<file path="src/rtl/sigsel_pkg.sv">
package sigsel_pkg;
  typedef enum logic [1:0] {
    SRC_HOST = 2'd0,
    SRC_SYS  = 2'd1,
    SRC_LINE = 2'd2,
    SRC_RSVD = 2'd3
  } src_e;
endpackage

</file>
<file path="src/rtl/sigsel_cfg.sv">
module sigsel_cfg
  import sigsel_pkg::*;
(
  input  logic       clk,
  input  logic       rst_n,
  input  logic       cfg_we_i,
  input  logic [1:0] cfg_src_i,
  input  logic       cfg_deb_i,
  output src_e       src_o,
  output logic       deb_o
);
  src_e src_q, src_n;
  logic deb_q, deb_n;

  always_comb begin
    src_n = src_q;
    deb_n = deb_q;
    if (cfg_we_i) begin
      src_n = src_e'(cfg_src_i);
      deb_n = cfg_deb_i;
    end
  end

  always_ff @(posedge clk or negedge rst_n) begin
    if (!rst_n) begin
      src_q <= SRC_HOST;
      deb_q <= 1'b0;
    end else begin
      src_q <= src_n;
      deb_q <= deb_n;
    end
  end

  assign src_o = src_q;
  assign deb_o = deb_q;
endmodule

</file>
<file path="src/rtl/sigsel_deb.sv">
module sigsel_deb #(
  parameter int NCH = 32,
  parameter int CW  = 4,
  localparam int CHW = (NCH > 1) ? $clog2(NCH) : 1
) (
  input  logic           clk,
  input  logic           rst_n,
  input  logic           line_en_i,
  input  logic           deb_en_i,
  input  logic           vld_i,
  input  logic [CHW-1:0] ch_i,
  input  logic [CW-1:0]  code_i,
  output logic           acc_o
);
  logic [CW-1:0] cand_q [NCH];
  logic [CW-1:0] cand_n [NCH];
  logic          cv_q   [NCH];
  logic          cv_n   [NCH];
  logic          ch_ok;
  logic          match;

  assign ch_ok = (32'(ch_i) < NCH);

  always_comb begin
    match = 1'b0;
    if (ch_ok) match = cv_q[ch_i] && (cand_q[ch_i] == code_i);
  end

  assign acc_o = line_en_i && vld_i && ch_ok && (!deb_en_i || match);

  for (genvar i = 0; i < NCH; i++) begin : g_ch
    localparam logic [CHW-1:0] IDX = CHW'(i);
    logic hit;
    assign hit = line_en_i && vld_i && (ch_i == IDX);

    always_comb begin
      cand_n[i] = cand_q[i];
      cv_n[i]   = cv_q[i];
      if (!line_en_i) begin
        cv_n[i] = 1'b0;
      end else if (hit) begin
        cand_n[i] = code_i;
        cv_n[i]   = 1'b1;
      end
    end

    always_ff @(posedge clk or negedge rst_n) begin
      if (!rst_n) begin
        cand_q[i] <= '0;
        cv_q[i]   <= 1'b0;
      end else begin
        cand_q[i] <= cand_n[i];
        cv_q[i]   <= cv_n[i];
      end
    end
  end
endmodule

</file>
<file path="src/rtl/sigsel_bank.sv">
module sigsel_bank #(
  parameter int NCH = 32,
  parameter int CW  = 4,
  localparam int CHW = (NCH > 1) ? $clog2(NCH) : 1
) (
  input  logic              clk,
  input  logic              rst_n,
  input  logic              hwe_i,
  input  logic [CHW-1:0]    hch_i,
  input  logic [CW-1:0]     hcode_i,
  input  logic              lwe_i,
  input  logic [CHW-1:0]    lch_i,
  input  logic [CW-1:0]     lcode_i,
  input  logic [CHW-1:0]    rd_ch_i,
  output logic [CW-1:0]     rd_code_o,
  output logic [NCH*CW-1:0] codes_o
);
  logic [CW-1:0] code_q [NCH];
  logic [CW-1:0] code_n [NCH];

  for (genvar i = 0; i < NCH; i++) begin : g_ch
    localparam logic [CHW-1:0] IDX = CHW'(i);
    logic h_hit, l_hit, en;
    assign h_hit = hwe_i && (hch_i == IDX);
    assign l_hit = lwe_i && (lch_i == IDX);
    assign en    = h_hit || l_hit;

    always_comb begin
      code_n[i] = code_q[i];
      if (h_hit)      code_n[i] = hcode_i;
      else if (l_hit) code_n[i] = lcode_i;
    end

    always_ff @(posedge clk or negedge rst_n) begin
      if (!rst_n)  code_q[i] <= '0;
      else if (en) code_q[i] <= code_n[i];
    end

    assign codes_o[i*CW +: CW] = code_q[i];
  end

  always_comb begin
    rd_code_o = '0;
    if (32'(rd_ch_i) < NCH) rd_code_o = code_q[rd_ch_i];
  end
endmodule

</file>
<file path="src/rtl/chan_sig_src_sel.sv">
module chan_sig_src_sel
  import sigsel_pkg::*;
#(
  parameter int NCH = 32,
  parameter int CW  = 4,
  localparam int CHW = (NCH > 1) ? $clog2(NCH) : 1
) (
  input  logic           clk,
  input  logic           rst_n,
  input  logic           cfg_we_i,
  input  logic [1:0]     cfg_src_i,
  input  logic           cfg_deb_i,
  input  logic           host_we_i,
  input  logic [CHW-1:0] host_ch_i,
  input  logic [CW-1:0]  host_code_i,
  input  logic           sys_vld_i,
  input  logic [CHW-1:0] sys_ch_i,
  input  logic [CW-1:0]  sys_code_i,
  input  logic           line_vld_i,
  input  logic [CHW-1:0] line_ch_i,
  input  logic [CW-1:0]  line_code_i,
  input  logic [CHW-1:0] rd_ch_i,
  output logic [CW-1:0]  rd_code_o
);
  logic [1:0]        rst_sync_q;
  logic              rst_sn;
  src_e              src_q;
  logic              deb_q;
  logic              line_en;
  logic              line_acc;
  logic              live_we;
  logic [CHW-1:0]    live_ch;
  logic [CW-1:0]     live_code;
  logic [NCH*CW-1:0] codes_flat;

  always_ff @(posedge clk or negedge rst_n) begin
    if (!rst_n) rst_sync_q <= 2'b00;
    else        rst_sync_q <= {rst_sync_q[0], 1'b1};
  end
  assign rst_sn = rst_sync_q[1];

  sigsel_cfg u_cfg (
    .clk       (clk),
    .rst_n     (rst_sn),
    .cfg_we_i  (cfg_we_i),
    .cfg_src_i (cfg_src_i),
    .cfg_deb_i (cfg_deb_i),
    .src_o     (src_q),
    .deb_o     (deb_q)
  );

  assign line_en = (src_q == SRC_LINE);

  sigsel_deb #(.NCH(NCH), .CW(CW)) u_deb (
    .clk       (clk),
    .rst_n     (rst_sn),
    .line_en_i (line_en),
    .deb_en_i  (deb_q),
    .vld_i     (line_vld_i),
    .ch_i      (line_ch_i),
    .code_i    (line_code_i),
    .acc_o     (line_acc)
  );

  always_comb begin
    live_we   = 1'b0;
    live_ch   = sys_ch_i;
    live_code = sys_code_i;
    unique case (src_q)
      SRC_SYS: live_we = sys_vld_i;
      SRC_LINE: begin
        live_we   = line_acc;
        live_ch   = line_ch_i;
        live_code = line_code_i;
      end
      default: live_we = 1'b0;
    endcase
  end

  sigsel_bank #(.NCH(NCH), .CW(CW)) u_bank (
    .clk       (clk),
    .rst_n     (rst_sn),
    .hwe_i     (host_we_i),
    .hch_i     (host_ch_i),
    .hcode_i   (host_code_i),
    .lwe_i     (live_we),
    .lch_i     (live_ch),
    .lcode_i   (live_code),
    .rd_ch_i   (rd_ch_i),
    .rd_code_o (rd_code_o),
    .codes_o   (codes_flat)
  );
endmodule

</file>
<file path="config.mk">
export PLATFORM = sky130hd
export DESIGN_NAME = chan_sig_src_sel
export DESIGN_NICKNAME = d
export VERILOG_FILES = /design/src/rtl/sigsel_pkg.sv /design/src/rtl/sigsel_cfg.sv /design/src/rtl/sigsel_deb.sv /design/src/rtl/sigsel_bank.sv /design/src/rtl/chan_sig_src_sel.sv
export SDC_FILE = /design/constraint.sdc
export NUM_CORES = 1
export LEC_CHECK = 0
export BUFFER_PORTS_ARGS = -buffer_cell sky130_fd_sc_hd__clkbuf_2
export CORE_MARGIN = 3
export CORE_UTILIZATION = 45
export DETAILED_ROUTE_END_ITERATION = 7
export PLACE_DENSITY_LB_ADDON = 0.08
export SETUP_SLACK_MARGIN = 0.05
export SYNTH_ARGS = -nofsm -noshare
export SYNTH_HDL_FRONTEND = slang
export SYNTH_SLANG_ARGS = --single-unit
</file>
<file path="constraint.sdc">
create_clock -name clk -period 12.1 [get_ports clk]
set_input_delay 0 -clock clk [delete_from_list [all_inputs] [get_ports clk]]
set_output_delay 0 -clock clk [all_outputs]
set_load 0.05 [all_outputs]
</file>
### Yosys cells after proc, flatten, opt, wreduce, memory -nomap -nowiden

Index checks and enable logic that the tools add are counted.

* register bits: 293
* latch bits: 0
* memory bits (writable): 0
* memory bits (read-only): 0
* bits of input ports: 41
* output and inout port bits: 4
* logic and storage cells: 603
* memories: 0

* add/sub/neg operators: 0
* $mul: 0
* div/mod/pow operators: 0
* magnitude comparators: 2
* equality and inequality tests: 128
* shift-type cells: 0
* muxes and demuxes: 140
* bitwise gates (word level): 2
* reductions and logical operators: 232

Operators by type and width (count)
* $mux W4: 69
* $eq A5 B5 Y1 const B: 48
* $reduce_and A2 Y1: 64
* $eq A5 B4 Y1 const B: 24
* $logic_and A1 B1 Y1: 99
* $mux W1: 66
* $ne A2 B2 Y1 const B: 32
* $reduce_bool A2 Y1: 32
* $eq A5 B3 Y1 const B: 12
* $bmux W4 S5: 2
* $logic_or A1 B1 Y1: 33
* $eq A5 B2 Y1 const B: 6
* $eq A5 B1 Y1 const B: 3
* $logic_not A5 Y1: 3
* $ge A6 B6 Y1 const B: 2
* $not A5 Y6: 2
* $bmux W1 S5: 1
* $mux W5: 1
* $eq A4 B4 Y1: 1
* $eq A2 B1 Y1 const B: 1
* $eq A2 B2 Y1 const B: 1
* $pmux W1 S2: 1
* $logic_not A1 Y1: 1

### Logic depth before layout (Yosys ltp)

* word-level depth: 12
* gate-level depth with buffers: 13
* mapped depth without buffers: 10

### Hierarchy

Synthesis repeated with hierarchy kept, for this count alone.

* cells, all modules: 1452
* area, all modules: 15760.1 sq um

By module, submodules not included
* sigsel_bank: times used 1, cells each 882, area an instance 7880.1 sq um
* sigsel_deb: times used 1, cells each 545, area an instance 7527.2 sq um
* chan_sig_src_sel: times used 1, cells each 19, area an instance 244.0 sq um
* sigsel_cfg: times used 1, cells each 6, area an instance 108.9 sq um

### Least setup slack after synthesis

Ideal clock, no wire load.

* path type: reg2reg
* start point: register u_deb.cand_q[55] (netlist bit)
* end point: register u_bank.code_q (netlist bit u_bank.codes_o[121])
* setup time: 0.140 ns
* data arrival time: 2.720 ns
* setup slack: 9.240 ns
* stages on the path, launching flop included: 11
* path buffers: 2
* path through: dfrtp_1 mux4_1 a22o_1 nor4b_1 or3_1 o2111ai_1 o41a_1 buf_6 buf_2 o221ai_1 o311ai_2

* word-level cells in the longest chain between the ends: 11
* elaborated cells on any way between the ends: 12
* classes of those cells: 1 x eq/ne; 4 x mux; 7 x reduce/logical

RTL lines
* start, declared: RTL line sigsel_deb.sv:15 `logic [CW-1:0] cand_q [NCH];`
* start signal, assigned by index: RTL line sigsel_deb.sv:52 `cand_q[i] <= cand_n[i];`
* $bmux W4 S5 *: RTL line sigsel_deb.sv:26 `if (ch_ok) match = cv_q[ch_i] && (cand_q[ch_i] == code_i);`
* $mux W4 (not written as such) * (2 in a row): RTL line sigsel_deb.sv:26
* $eq A4 B4 Y1 *: RTL line sigsel_deb.sv:26
* $logic_and A1 B1 Y1 *: RTL line sigsel_deb.sv:26
* $logic_or A1 B1 Y1 *: RTL line sigsel_deb.sv:29 `assign acc_o = line_en_i && vld_i && ch_ok && (!deb_en_i || match);`
* $logic_and A1 B1 Y1 *: RTL line sigsel_deb.sv:29
* $pmux W1 S2 *: RTL line chan_sig_src_sel.sv:69 `unique case (src_q)`
* $logic_and A1 B1 Y1 *: RTL line sigsel_bank.sv:25 `assign l_hit = lwe_i && (lch_i == IDX);`
* $reduce_bool A2 Y1 (no line) or $logic_or A1 B1 Y1 (tied branches)
* $reduce_and A2 Y1 (no line) *
* end signal, assigned by index: RTL line sigsel_bank.sv:36 `else if (en) code_q[i] <= code_n[i];`
* end, declared: RTL line sigsel_bank.sv:18 `logic [CW-1:0] code_q [NCH];`

Every way passes the cells marked *; elsewhere a longest branch is shown, timed or not. The select of a mux whose other input is x is not followed.
A chain may end at the register's enable or synchronous reset.

### Final worst setup path

* start point: register u_cfg.src_q[0], in the netlist u_cfg.src_o[0]
* end point: register u_bank.code_q (netlist bit u_bank.codes_o[95])

* word-level cells in the longest chain between the ends: 7
* elaborated cells on any way between the ends: 14
* classes of those cells: 3 x eq/ne; 5 x mux; 6 x reduce/logical

RTL lines
* start, declared: RTL line sigsel_cfg.sv:12 `src_e src_q, src_n;`
* start signal, assigned: RTL line sigsel_cfg.sv:29 `src_q <= src_n;`
* $eq A2 B2 Y1 *: RTL line chan_sig_src_sel.sv:52 `assign line_en = (src_q == SRC_LINE);`
* named net line_en: RTL line chan_sig_src_sel.sv:29 `logic line_en;`
* $logic_and A1 B1 Y1 (2 in a row): RTL line sigsel_deb.sv:29
* $pmux W1 S2: RTL line chan_sig_src_sel.sv:69
* $logic_and A1 B1 Y1: RTL line sigsel_bank.sv:25
* $reduce_bool A2 Y1 (no line) or $logic_or A1 B1 Y1 (tied branches)
* $reduce_and A2 Y1 (no line)

The timed path passes the listed nets; every way through them passes the cells marked *. The select of a mux whose other input is x is not followed.

==> impl_metrics.py <==
metrics = {
    "floorplanning": {
        "fp.dieArea_um2": 37500,
        "rows": 68,
        "die-width_um": 194,
        "ios": 45,
        "core_area_um2": 34600,
        "start_util_pct": 45.7,
        "die_height_um": 194,
    },
    "yosys": {
        "synth-edff-count": 0,
        "syn_nets": 1439,
        "yosysWarnings": 0,
        "mappedNetlistArea_um2": 15800,
        "ys_seq_elements": 293,
        "synth_cells": 1396,
        "ys_types": 61,
        "synth.avg_cell_area_um2": 11.3,
        "yosys-top-cells-area": "dfrtp_1 (46%), mux4_2 (10%), mux2_2 (9.8%)",
        "synth_top_area_share_pct": 46.3,
        "synthArstFlopShare_pct": 100,
        "yosys.area.top_type": "dfrtp_1",
        "synthFlopType": "dfrtp_1",
        "yosysSeqAreaShare_pct": 46.3,
    },
    "pwr": {
        "p_leak_nw": 7.46,
        "switchingPower_uw": 796,
        "irDropWorstVdd_mv": 0.117,
        "pwr-share-seq_pct": 43.2,
        "switching_share_pct": 28.1,
        "combPwrFrac_pct": 17.5,
        "p_per_area_nw_per_um2": 161,
        "p_int_mw": 2.04,
        "p_clk_share_pct": 39.3,
        "p_total_mw": 2.84,
    },
    "timing": {
        "hold_violations": 0,
        "fin_crit_sh_pct": 33.8,
        "layout_setup_ws_ns": 8.01,
        "clock_skew_ns": 0.0101,
        "timing.hold.ws_ns": 0.0387,
        "setup_tns_ns": 0,
        "fmax_mhz": 245,
        "rsz0062_at_grt": "no",
        "worstMarginPinSlew_ns": 1.12,
        "maxSlewHeadroom_pct": 25.5,
        "final-setup-viol-count": 0,
        "slew_viol_final": 0,
        "fin_crit_ns": 4.09,
    },
    "critical_path": {
        "max_stage_delay_ns": 0.56,
        "worstPathMaxFanout": 80,
        "cp.required_ns": 12.49,
        "crit_top_cell": "buf_4",
        "endpoint_kind": "flop",
        "cp_cell_sequence": "inv_1 > ha_2 > buf_4 > nand2_1 > a311oi_1 > o2111ai_1 > o41a_2 > buf_4 > or2_1 > o311ai_0",
        "critical_path_class": "flop to flop",
        "crit_arrival_ns": 4.48,
        "path_delay_family": "compound AO/OA/AOI/OAI gates",
        "worst-path-buf-inv": 3,
        "setup.worst_path.start_class": "flop",
        "critPathSlowestCell": "buf_4",
    },
    "detailed_routing": {
        "drtIter0Drc": 958,
        "drc": 0,
        "viasPerCell": 6.42,
        "antenna_left": 0,
        "post_drt_wl_per_cell_um": 25.4,
        "wl_um": 47500,
        "vias": 12000,
        "drt-pass1-iter-count": 5,
    },
    "clocking": {
        "cts.sinks": 293,
        "post_cts_buffers": 0,
        "cts_buffers": 37,
        "cts_root_buffer": "clkbuf_16",
        "clk_latency_ns": 0.53,
        "cts_tree": "done",
        "htreeDepth": 2,
        "clk_path_buf_depth": 3,
        "path_clk_slew_ns": 0.06,
        "cts_resized": 0,
    },
    "grt": {
        "antenna_found_initial": 0,
        "grt_pass1_vias": 12300,
        "grt_pass1_wl_um": 74200,
        "grt_max_degree": 81,
        "grt_usage_pct": 25.2,
        "overflow": 0,
    },
    "placed_design": {
        "dpl.cell_count": 1797,
        "gp_congestion": 0.851,
        "placed_cell_area_um2": 16300,
        "hpwl_um": 29600,
        "io_buffers": 44,
        "dp_slack_ns": 7.91,
    },
    "finish": {
        "drive_gt1_share_pct": 25.4,
        "area_growth_pct": 11.4,
        "diodes": 0,
        "regArea_um2": 7340,
        "final_cells": 1873,
        "final_util_pct": 50.9,
        "fin_nets": 1434,
        "nFillCells": 3042,
        "stdcell_area_um2": 17600,
        "multiInputGateArea_um2": 8010,
    },
    "run": {
        "cap_violations": 0,
    },
    "status": {
        "outcome": "finished, final reports clean",
    },
    "hold_path": {
        "hp-class": "input pin to flop",
    },
}
-- worst min-delay path, cell delays in order --
cell,delay (ns)
clkbuf_2,0.15
nand4_1,0.17
nand2_1,0.08
o21ai_0,0.13
-- state kept, by name (all words and copies together), names as in the netlist --
name            count
rst_sync_q          2
u_deb.cv_q         32
u_cfg.src_o         2
u_bank.codes_o    128
u_deb.cand_q      128
u_cfg.deb_o         1
-- power by group through the flow --
stage / registers (mW) / clock network, mW / logic, mW
CTS: 1.22 / 1.14 / 0.498
finish: 1.22 / 1.11 / 0.497
global route: 1.24 / 1.18 / 0.541
floorplan: 1.21 / 0 / 0.357
global placement: 1.24 / 0 / 0.484
detailed placement: 1.24 / 0 / 0.494
-- worst paths after layout --
path | from | end | slack (ns) | cells past startpoint
max in group asynchronous | rst_sync_q[1] | u_bank.codes_o[49] | 9.05 | 2
worst min register to register | rst_sync_q[0] | rst_sync_q[1] | 0.35 | 0
worst min-delay path | host_we_i | u_bank.codes_o[87] | 0.04 | 4
min in group asynchronous | rst_n | rst_sync_q[1] | 0.33 | 3
worst max register to register | u_cfg.src_o[0] | u_bank.codes_o[95] | 8.01 | 10
worst max-delay path | u_cfg.src_o[0] | u_bank.codes_o[95] | 8.01 | 10
-- what timing repair did --
action                                  in CTS  in global routing
endpoints found under the setup margin       0                  0
hold endpoints to repair                     5                  0
hold buffers                                10                  0
-- synth_stat cells (12+ instances only) --
| cell | n |
|---|---|
| o21ai_0 | 37 |
| o221ai_1 | 71 |
| nor2b_1 | 20 |
| mux4_2 | 71 |
| mux2_2 | 138 |
| o311ai_0 | 59 |
| buf_2 | 19 |
| o311ai_1 | 25 |
| a21o_1 | 32 |
| dfrtp_1 | 293 |
| a2bb2oi_1 | 24 |
| mux2i_1 | 22 |
| o211ai_1 | 24 |
| nand2_1 | 198 |
| nand2b_1 | 12 |
| clkbuf_1 | 84 |
| nand3_1 | 33 |
| nor2_1 | 101 |
-- routing by layer --
metal | global-route usage, % | part of all wire (%) | wire, µm | up-vias
li1 | - | - | - | 5373
met1 | 34.7 | 43 | 20300 | 6142
met2 | 41.2 | 48 | 23000 | 414
met3 | 3.92 | 5.7 | 2690 | 87
met4 | 8.60 | 3.2 | 1500 | 0
met5 | 0 | 0 | 0 | -
-- cell type report --
class | count | area share [%]
inverter | 3 | 0.0639
clock inverter | 17 | 1.11
sequential | 293 | 41.6
timing repair buffer | 76 | 2.75
tap | 455 | 3.23
clock buffer | 49 | 5.79
multi-input combinational | 980 | 45.4
-- placed cells by master, fill, tap and decap left out, types with 5 or more instances in the layout --
master / Yosys / routed
a22o_1: 8 / 8
dfrtp_1: 293 / 292
clkbuf_8: 0 / 5
nand4_1: 6 / 6
a22oi_1: 10 / 10
nor2_1: 101 / 101
buf_4: 3 / 22
o311ai_0: 59 / 59
mux4_2: 71 / 71
o211ai_1: 24 / 24
nor3_2: 6 / 6
clkbuf_2: 0 / 44
a21o_1: 32 / 32
clkbuf_1: 84 / 7
nand3_1: 33 / 33
or4_1: 11 / 11
mux2_2: 138 / 138
nand2_1: 198 / 198
clkinv_2: 0 / 10
a32oi_1: 6 / 6
or2_1: 8 / 8
o311ai_1: 25 / 25
a2bb2oi_1: 24 / 24
nor2b_1: 20 / 20
dlygate4sd3_1: 0 / 10
mux2i_1: 22 / 18
clkbuf_16: 0 / 37
nand2b_1: 12 / 12
o21ai_0: 37 / 37
o221ai_1: 71 / 71
-- kinds of logic (layout without fill, tap and decap cells) --
family,Yosys count,after routing,synth area share [%]
other,1,1,0.0237
buffers and inverters,123,145,3.47
DFF,293,293,46.3
muxes,232,232,21.5
AOI/OAI and AO/OA,321,321,16.4
adders and majority gates,2,2,0.158
and+or+nand+nor,423,423,12.1
xor gates and xnor gates,1,1,0.0553
Power figures use the tool's default switching activity.
